**src/rtl/scl_pre_pkg.sv**
```systemverilog
// Shared types for the SCL phase strobe prescaler.
// Assumes: nothing beyond the standard language.
package scl_pre_pkg;

    // Sequencer state: stopped, inside a phase, or in the idle stretch.
    typedef enum logic [1:0] {
        SEQ_IDLE  = 2'd0,
        SEQ_PHASE = 2'd1,
        SEQ_GAP   = 2'd2
    } seq_state_e;

    // Events the sequencer raises in the current cycle.
    typedef struct packed {
        logic start;    // phase 0 begins at the next edge
        logic advance;  // next phase (1..N-1) begins at the next edge
    } seq_evt_t;

endpackage

```
**src/rtl/scl_pre_count.sv**
```systemverilog
// Up counter with synchronous clear and a compare against a limit.
// Used both for the phase length and for the idle stretch.
// Assumes: the caller clears the counter when it reaches its limit.
module scl_pre_count #(
    parameter int W = 8
) (
    input  logic         clk,
    input  logic         rst_n,
    input  logic         clear,
    input  logic         run,
    input  logic [W-1:0] limit,
    output logic         at_limit
);

    logic [W-1:0] cnt_q;

    // Count while running; clear has priority.
    always_ff @(posedge clk) begin
        if (!rst_n || clear) begin
            cnt_q <= '0;
        end else if (run) begin
            cnt_q <= cnt_q + 1'b1;
        end
    end

    // Terminal count flag.
    always_comb begin
        at_limit = (cnt_q == limit);
    end

endmodule

```
**src/rtl/scl_pre_shadow.sv**
```systemverilog
// Shadow copy of the divider word, loaded only at a period start.
// Assumes: load is a one-cycle pulse from the sequencer.
module scl_pre_shadow #(
    parameter int W = 8
) (
    input  logic         clk,
    input  logic         rst_n,
    input  logic         load,
    input  logic [W-1:0] d_in,
    output logic [W-1:0] q
);

    // Capture the divider at the period boundary only.
    always_ff @(posedge clk) begin
        if (!rst_n) begin
            q <= '0;
        end else if (load) begin
            q <= d_in;
        end
    end

endmodule

```
**src/rtl/scl_pre_seq.sv**
```systemverilog
// Phase sequencer: walks phases 0..NUM_PHASES-1, then the idle stretch,
// then wraps. Raises start/advance events for the strobe register.
// Assumes: ph_done and gap_done are the terminal flags of the counters.
module scl_pre_seq
    import scl_pre_pkg::*;
#(
    parameter int NUM_PHASES = 5,
    parameter bit HAS_GAP    = 1'b1,
    localparam int IDX_W     = (NUM_PHASES > 1) ? $clog2(NUM_PHASES) : 1
) (
    input  logic             clk,
    input  logic             rst_n,
    input  logic             go,
    input  logic             ph_done,
    input  logic             gap_done,
    output seq_state_e       state,
    output logic [IDX_W-1:0] phase,
    output seq_evt_t         evt
);

    localparam logic [IDX_W-1:0] LAST = IDX_W'(NUM_PHASES - 1);

    logic last_phase_end;

    // Decode the end of the final phase and the events.
    always_comb begin
        last_phase_end = (state == SEQ_PHASE) && ph_done && (phase == LAST);
        evt.start   = go && ((state == SEQ_IDLE) ||
                             ((state == SEQ_GAP) && gap_done) ||
                             (last_phase_end && !HAS_GAP));
        evt.advance = go && (state == SEQ_PHASE) && ph_done && (phase != LAST);
    end

    // State and phase index update.
    always_ff @(posedge clk) begin
        if (!rst_n || !go) begin
            state <= SEQ_IDLE;
            phase <= '0;
        end else if (evt.start) begin
            state <= SEQ_PHASE;
            phase <= '0;
        end else if (evt.advance) begin
            phase <= phase + 1'b1;
        end else if (last_phase_end) begin
            state <= SEQ_GAP;
        end
    end

endmodule

```
**src/rtl/scl_prescaler.sv**
```systemverilog
// SCL phase strobe prescaler top.
// Splits each SCL period into NUM_PHASES phases of (div+1) cycles each,
// followed by OVERHEAD idle cycles, and emits a one-cycle one-hot strobe
// on entry to each phase together with the current phase index.
// Assumes: synchronous active-low reset; div_value static or changed freely
// (it is sampled only at period starts).
module scl_prescaler
    import scl_pre_pkg::*;
#(
    parameter int DIV_W      = 16,
    parameter int NUM_PHASES = 5,
    parameter int OVERHEAD   = 8,
    localparam int IDX_W     = (NUM_PHASES > 1) ? $clog2(NUM_PHASES) : 1,
    localparam bit HAS_GAP   = (OVERHEAD > 0),
    localparam int GAP_W     = (OVERHEAD > 1) ? $clog2(OVERHEAD) : 1,
    localparam int GAP_LIM   = HAS_GAP ? OVERHEAD - 1 : 0
) (
    input  logic                  clk,
    input  logic                  rst_n,
    input  logic                  enable,
    input  logic                  soft_rst,
    input  logic [DIV_W-1:0]      div_value,
    output logic [NUM_PHASES-1:0] phase_strobe,
    output logic [IDX_W-1:0]      phase_idx
);

    logic             go;
    logic [DIV_W-1:0] div_sh;
    logic             ph_done;
    logic             gap_done;
    logic             ph_clear;
    logic             gap_clear;
    seq_state_e       state;
    logic [IDX_W-1:0] phase;
    seq_evt_t         evt;
    logic [NUM_PHASES-1:0] strobe_q;

    // Run qualifier: soft reset overrides enable.
    always_comb begin
        go        = enable && !soft_rst;
        ph_clear  = !go || (state != SEQ_PHASE) || ph_done;
        gap_clear = !go || (state != SEQ_GAP) || gap_done;
    end

    scl_pre_shadow #(.W(DIV_W)) u_shadow (
        .clk   (clk),
        .rst_n (rst_n),
        .load  (evt.start),
        .d_in  (div_value),
        .q     (div_sh)
    );

    scl_pre_count #(.W(DIV_W)) u_phase_cnt (
        .clk      (clk),
        .rst_n    (rst_n),
        .clear    (ph_clear),
        .run      (1'b1),
        .limit    (div_sh),
        .at_limit (ph_done)
    );

    scl_pre_count #(.W(GAP_W)) u_gap_cnt (
        .clk      (clk),
        .rst_n    (rst_n),
        .clear    (gap_clear),
        .run      (1'b1),
        .limit    (GAP_W'(GAP_LIM)),
        .at_limit (gap_done)
    );

    scl_pre_seq #(
        .NUM_PHASES (NUM_PHASES),
        .HAS_GAP    (HAS_GAP)
    ) u_seq (
        .clk      (clk),
        .rst_n    (rst_n),
        .go       (go),
        .ph_done  (ph_done),
        .gap_done (gap_done),
        .state    (state),
        .phase    (phase),
        .evt      (evt)
    );

    // One strobe flop per phase, set for the first cycle of that phase.
    for (genvar k = 0; k < NUM_PHASES; k++) begin : g_strobe
        if (k == 0) begin : g_first
            // Phase 0 entry comes from a period start.
            always_ff @(posedge clk) begin
                if (!rst_n) strobe_q[k] <= 1'b0;
                else        strobe_q[k] <= evt.start;
            end
        end else begin : g_rest
            // Phase k entry comes from advancing out of phase k-1.
            always_ff @(posedge clk) begin
                if (!rst_n) strobe_q[k] <= 1'b0;
                else        strobe_q[k] <= evt.advance &&
                                           (phase == IDX_W'(k - 1));
            end
        end
    end

    // Drive outputs.
    always_comb begin
        phase_strobe = strobe_q;
        phase_idx    = phase;
    end

endmodule

```
**config.mk**
```make
export PLATFORM = sky130hd
export DESIGN_NAME = scl_prescaler
export DESIGN_NICKNAME = d
export VERILOG_FILES = /design/src/rtl/scl_pre_pkg.sv /design/src/rtl/scl_pre_count.sv /design/src/rtl/scl_pre_shadow.sv /design/src/rtl/scl_pre_seq.sv /design/src/rtl/scl_prescaler.sv
export SDC_FILE = /design/constraint.sdc
export NUM_CORES = 1
export LEC_CHECK = 0
export BUFFER_PORTS_ARGS = -buffer_cell sky130_fd_sc_hd__buf_2
export CORE_MARGIN = 1
export CORE_UTILIZATION = 31
export DETAILED_ROUTE_END_ITERATION = 8
export HOLD_SLACK_MARGIN = 0.02
export SETUP_SLACK_MARGIN = 0.5
export SLEW_MARGIN = 0
export SYNTH_ARGS = -nofsm -noshare
export SYNTH_HDL_FRONTEND = slang
export SYNTH_HIERARCHICAL = 1
export SYNTH_SLANG_ARGS = --single-unit
```
**constraint.sdc**
```tcl
create_clock -name clk -period 2.9 [get_ports clk]
set_clock_uncertainty 0.1 [all_clocks]
set_input_delay 0.145 -clock clk [delete_from_list [all_inputs] [get_ports clk]]
set_output_delay 0.145 -clock clk [all_outputs]
set_load 0.005 [all_outputs]
```
Word-level counts from Yosys, hierarchy flattened
Cells that the tools add are included.
- flip-flop bits (word level): 45
- word-level logic and storage cells: 59
- $add $sub $neg: 3
- reduce and logical (&&, ||, !) cells: 29
- mux-type cells: 3
- equal/unequal tests: 12
- bitwise gates (word level): 1
- operators with widths (operator ; number):
    16-bit by 1-bit adder with 16-bit output, second input constant ; 1
    16-bit equality test ; 1
    1-bit logical AND ; 12
    1-bit logical OR ; 8
    3-bit by 1-bit adder with 3-bit output, second input constant ; 2
    3-bit by 2-bit equality test with 1-bit output, second input constant ; 2
    3-bit equality test, second input constant ; 2
    2-bit by 1-bit != test with 1-bit output, second input constant ; 2
    2-bit AND reduction ; 2
    3-bit by 1-bit equality test with 1-bit output, second input constant ; 1
    1-bit zero test ; 3
    3-bit zero test ; 1
    1-bit two-way mux ; 3
    3-bit != test, second input constant ; 1
    2-bit by 1-bit equality test with 1-bit output, second input constant ; 1
    2-bit equality test, second input constant ; 1
    2-bit zero test ; 1
    2-bit != test, second input constant ; 1
    2-bit nonzero test ; 1
    2-bit OR reduction ; 1
    1-bit NOT ; 1

Depth between registers and ports, before layout
- word-level depth: 7
- mapped depth: 10
- mapped depth without buffers: 8

Hierarchy
The synthesis kept the hierarchy.
- by module, submodules not included (module ; area an instance (um^2) ; instances ; cells each):
    scl_pre_count (u_phase_cnt) ; 969.7 ; 1 ; 110
    scl_pre_shadow ; 615.6 ; 1 ; 51
    scl_pre_seq ; 286.5 ; 1 ; 32
    scl_prescaler ; 177.7 ; 1 ; 17
    scl_pre_count (u_gap_cnt) ; 162.7 ; 1 ; 16

Worst setup path before layout
No wires, ideal clock.
- path kind: register -> register
- from: register u_phase_cnt.cnt_q[7]
- to: register u_phase_cnt.cnt_q[0]
- setup slack: 0.826 ns
- cell stages (with the launch flop): 10
- arrival time: 1.847 ns
- required time: 2.672 ns
- library setup time: 0.128 ns
- cell sequence: dfxtp_1 buf_2 xnor2_1 nand4_1 nor4_1 nor2_1 nand3_1 nand2b_1 clkbuf_1 nor2_1
- word-level cells in the longest chain between the ends: 3
- ends and longest elaborated chain (item ; RTL line ; text):
    start: declaration ; scl_pre_count.sv:15 ; logic [W-1:0] cnt_q;
    start signal: assignment ; scl_pre_count.sv:22 ; cnt_q <= cnt_q + 1'b1;
    16-bit equality test ; scl_pre_count.sv:28 ; at_limit = (cnt_q == limit);
    named net ph_done ; scl_prescaler.sv:29 ; logic ph_done;
    1-bit logical OR ; scl_prescaler.sv:41 ; ph_clear = !go || (state != SEQ_PHASE) || ph_done;
    named net ph_clear ; scl_prescaler.sv:31 ; logic ph_clear;
    1-bit logical OR ; scl_pre_count.sv:19 ; if (!rst_n || clear) begin
The timed path passes the listed nets, and every way through them passes these cells.
A chain may end at the register's enable or synchronous reset.

==> results <==
- The kind of start point of the critical path is a flip-flop.
- The ratio of cells with drive above 1 in the final layout is 18.2%.
- The highest fanout seen on the critical path is 7.
- Using the TritonRoute via totals, the vias-per-cell ratio works out to 4.56.
- The dominant register cell in the synthesized netlist is sky130_fd_sc_hd__dfxtp_1.
- The buffer levels on the longest clock path is 2.
- The distinct cell type count of the synthesized netlist is 42.
- In the post-synthesis netlist, the cell with the most instances is sky130_fd_sc_hd__dfxtp_1.
- In the synthesized netlist, the cells that appear most often are sky130_fd_sc_hd__dfxtp_1, sky130_fd_sc_hd__mux2i_1, sky130_fd_sc_hd__nor2b_1.
- The initial antenna violation count is 0.
- Relative to the synthesized area, the layout overhead comes to 22.1%.
- In this run the tool buffered the top-level ports with 27 buffer cells.
- In this run the most critical hold path is launched from div_value[15].
- Setup slack closes at 0.809 ns.
- The number of I/O pins is 28.
- Cell internal power was estimated by the tool at 969 uW.
- For this design the ratio of total power to cell area is 455 mW/mm^2.
- Setup repair after global routing left no endpoint under its margin.
- In this run the cell area of the synthesized design comes to 0.00221 mm^2.
- In this run the standard cell core region covers 0.00683 mm^2.
- The worst reg2reg path startpoint is u_phase_cnt/cnt_q[3]$_SDFFE_PP0P_.
- TritonCTS built the clock tree.
- The number of global-route vias before repair was between 1500 and 2000.
- The number of vias in the routed layout is 1688.
- Based on the critical path, the design can be clocked at up to 0.478 GHz.
- In this design, the stage delay of the slowest critical-path cell is 0.36 ns.
- The HPWL after detailed placement is 2.93 mm.
- The critical path class is reg2reg.
- STA classifies the critical path endpoint as a flip-flop.
- In the finished design, the share of the clock period the worst path needs comes to between 70% and 80%.
- The proportion of register bits with asynchronous set or reset after synthesis is 0%.
- In this design, the largest share of critical-path delay is due to simple AND/OR/NAND/NOR gates.
- The final max-slew violation count is 0.
- Setup violations remaining at the end of the flow were counted as 0.
- The transition time at the pin with the least slew margin is 0.549 ns.
- The floorplan step defined a die boundary enclosing 0.00748 mm^2.
- The first global-routing pass estimated slightly above 7 mm of wire.
- Data arrives at the worst endpoint at 2.18 ns.
- The share of total power dissipated in the clock network is about 40%.
- The floorplan has 30 rows.
- The tree is rooted in a sky130_fd_sc_hd__clkbuf_8.
- The chip height is 86.5 um.
- The slowest stage of the critical path is the sky130_fd_sc_hd__dfxtp_2 cell.
- At the worst endpoint, the required time is 2.99 ns.
- After routing, the total negative slack on setup checks comes to 0 ns.
- The number of endpoints with negative hold slack in the final report was 0.
- During synthesis, Yosys emitted a total of 6 warnings.
- Walking the worst path, the cells encountered are xnor2_1, nand4_1, nor4_1, buf_4, nand3b_4, nor2_1, nand2_2, nor4b_1.
- Wires add up to 4.28 mm.
- The number of standard cells in the layout, taps in and fillers out is 370.
- The number of detailed-routing iterations run before antenna repair is 4.
- The count of clock tree sinks is 45.
- The clock insertion delay at the later pin of the skew report is 0.29 ns.
- The fill cell instance count of the final layout is 702.
- The post-placement setup slack is 0.735 ns.
- The cell taking the most area after synthesis is sky130_fd_sc_hd__dfxtp_1.
- In this run the horizontal extent of the chip is 86.5 um.
- Across the VDD grid, the largest voltage drop is 0.248 mV.
- For the finished layout, the period the worst path requires is 2.09 ns.
- Counting the buffers created by CTS gives 5.
- Tracing the worst setup path back leads to its startpoint at u_phase_cnt/cnt_q[3]$_SDFFE_PP0P_.
- The placed instances occupy a cell area of 0.00243 mm^2.
- The clock-pin slew of the registers on the worst-case setup and hold paths is around 0.08 ns.
- The detailed-route wire length per cell is 11.6 um.
- The worst slew margin relative to its limit is 63.4%.
- The net switching power figure is 260 uW.
- The global route total overflow is 0.
- The number of post-CTS setup repair buffers is 0.
- The starting utilization of the core area is 32.4%.
- The number of buffer and inverter instances along the worst setup path is 1.
- The finished layout cell area is 0.00270 mm^2.
- The global-route usage over all layers is 12.2%.
- The class of the most critical hold timing path is in2reg.
- The pin count of the biggest net entering global routing is 24.
- At the end of the flow, the number of nets in the layout was 297.
- The part of the power in combinational logic is 8.4%.
- Of the total power, registers draw 52.0%.
- At the end of routability-driven placement, the weighted congestion stood at slightly above 0.8.
- The run finished with clean final reports.
- In the post-synthesis netlist, the biggest area contributors are sky130_fd_sc_hd__dfxtp_1, sky130_fd_sc_hd__mux2i_1, sky130_fd_sc_hd__xnor2_1, sky130_fd_sc_hd__nor2b_1, sky130_fd_sc_hd__a21oi_1.
- The number of maximum-capacitance violations is 0.
- The repair_antennas step left the layout with diodes totalling 0.
- For this run, the register share of the synthesized area comes to 40.7%.
- The number of standard cells after synthesis is about 230.
- Counting flops and latches in the post-synthesis netlist gives 45.
- Yosys mapped a number of flops with a built-in enable equal to 0.
- In this run the number of H-tree levels came out at 2.
- The mean post-synth cell area is 9.79 um^2.
- The net switching fraction of the power is 21.2%.
- The worst hold margin is 0.0347 ns.
- After detailed routing, the number of remaining DRC violations is 0.
- In this run, placement finished with an instance count of 347.
- Once layout is complete, the utilization of the core stands at about 40%.
- The number of nets still failing antenna checks after routing is 0.
- After synthesis, the largest area contributor takes up 40.7% of total cell area.
- Power comes to 1.23 mW.
- The detailed router finished its first iteration with 90 violations.
- The leakage power is 0.969 nW.
[worst register-to-register path, cell delays in order (launching register included)]
cell	delay (ns)
sky130_fd_sc_hd__dfxtp_2	0.36
sky130_fd_sc_hd__xnor2_1	0.26
sky130_fd_sc_hd__nand4_1	0.18
sky130_fd_sc_hd__nor4_1	0.30
sky130_fd_sc_hd__buf_4	0.19
sky130_fd_sc_hd__nand3b_4	0.11
sky130_fd_sc_hd__nor2_1	0.15
sky130_fd_sc_hd__nand2_2	0.08
sky130_fd_sc_hd__nor4b_1	0.26
[logic make-up after synthesis]
| kind of cell | count (synthesis) | share of synthesized area (%) |
|---|---|---|
| buffers and inverters | 14 | 4.02 |
| AO/OA/AOI/OAI | 28 | 8.26 |
| AND/OR/NAND/NOR | 89 | 25.5 |
| adder cells (fa/ha/maj) | 4 | 2.26 |
| other | 1 | 0.170 |
| XOR/XNOR | 23 | 9.11 |
| flip-flops | 45 | 40.7 |
| multiplexers | 22 | 9.95 |
[flip-flops by register name, summed over array words and instances, names as in the netlist]
name               flops
u_phase_cnt/cnt_q     16
u_shadow/q            16
phase_strobe           5
u_gap_cnt/cnt_q        3
u_seq/phase            3
u_seq/state            2
[power groups by stage]
stage / registers (mW) / clock network, mW / logic, mW
after floorplan: 0.651 / 0 / 0.0638
after global placement: 0.654 / 0 / 0.0865
after detailed placement: 0.654 / 0 / 0.0872
after CTS: 0.640 / 0.505 / 0.103
after global routing: 0.641 / 0.530 / 0.115
final: 0.639 / 0.487 / 0.103
[layer usage]
metal  vias up  global-route usage (%)  wire length, um  part of all wire, %
met2        37                    18.5             1890                   44
li1        876                       -                -                    -
met1       773                    17.5             2200                   51
met5         -                       0                0                    0
met4         0                    2.73               11                 0.26
met3         2                    2.86              188                  4.4
[cell usage in the layout (no fill, tap or decap), types with 3 or more instances in the layout]
cell,Yosys,layout
sky130_fd_sc_hd__ha_1,4,4
sky130_fd_sc_hd__nor2b_1,19,18
sky130_fd_sc_hd__nor4_2,3,3
sky130_fd_sc_hd__xor2_1,5,5
sky130_fd_sc_hd__mux2i_1,22,22
sky130_fd_sc_hd__nor4_1,3,3
sky130_fd_sc_hd__nand2b_1,6,5
sky130_fd_sc_hd__a21oi_1,10,10
sky130_fd_sc_hd__dfxtp_1,45,44
sky130_fd_sc_hd__nand3_1,5,5
sky130_fd_sc_hd__nor2_1,11,11
sky130_fd_sc_hd__o31ai_1,5,5
sky130_fd_sc_hd__or4_1,4,4
sky130_fd_sc_hd__buf_2,4,27
sky130_fd_sc_hd__o21a_1,3,3
sky130_fd_sc_hd__dlygate4sd3_1,0,15
sky130_fd_sc_hd__clkbuf_8,0,6
sky130_fd_sc_hd__inv_1,4,4
sky130_fd_sc_hd__conb_1,1,8
sky130_fd_sc_hd__or3_1,4,4
sky130_fd_sc_hd__nand2_1,11,11
sky130_fd_sc_hd__xnor2_1,18,18
sky130_fd_sc_hd__nand4_1,8,8
sky130_fd_sc_hd__o21ai_0,4,4
[repair_timing]
action / 4_1_cts / 5_1_grt
gates resized for setup: 0 / 3
hold buffers: 15 / 0
hold endpoints to repair: 15 / 0
setup endpoints to repair: 0 / 14
[worst paths after layout]
check                                        to  slack (ns)  depth (start not counted)
max                  phase_strobe[2]$_SDFF_PN0_        0.81                          8
max reg2reg          phase_strobe[2]$_SDFF_PN0_        0.81                          8
min                 u_shadow/q[15]$_SDFFE_PN0P_        0.03                          3
min reg2reg  u_phase_cnt/cnt_q[15]$_SDFFE_PP0P_        0.41                          2
[area by class of cell]
class / instances / area [um^2] / area share, %
multi-input combinational: 174 / 1250 / 46.4
sequential: 45 / 902 / 33.4
timing repair buffer: 43 / 293 / 10.8
tap: 96 / 120 / 4.45
clock buffer: 7 / 86.3 / 3.20
clock inverter: 1 / 30.0 / 1.11
inverter: 4 / 15.0 / 0.556
(Power assumes the default switching activity.)
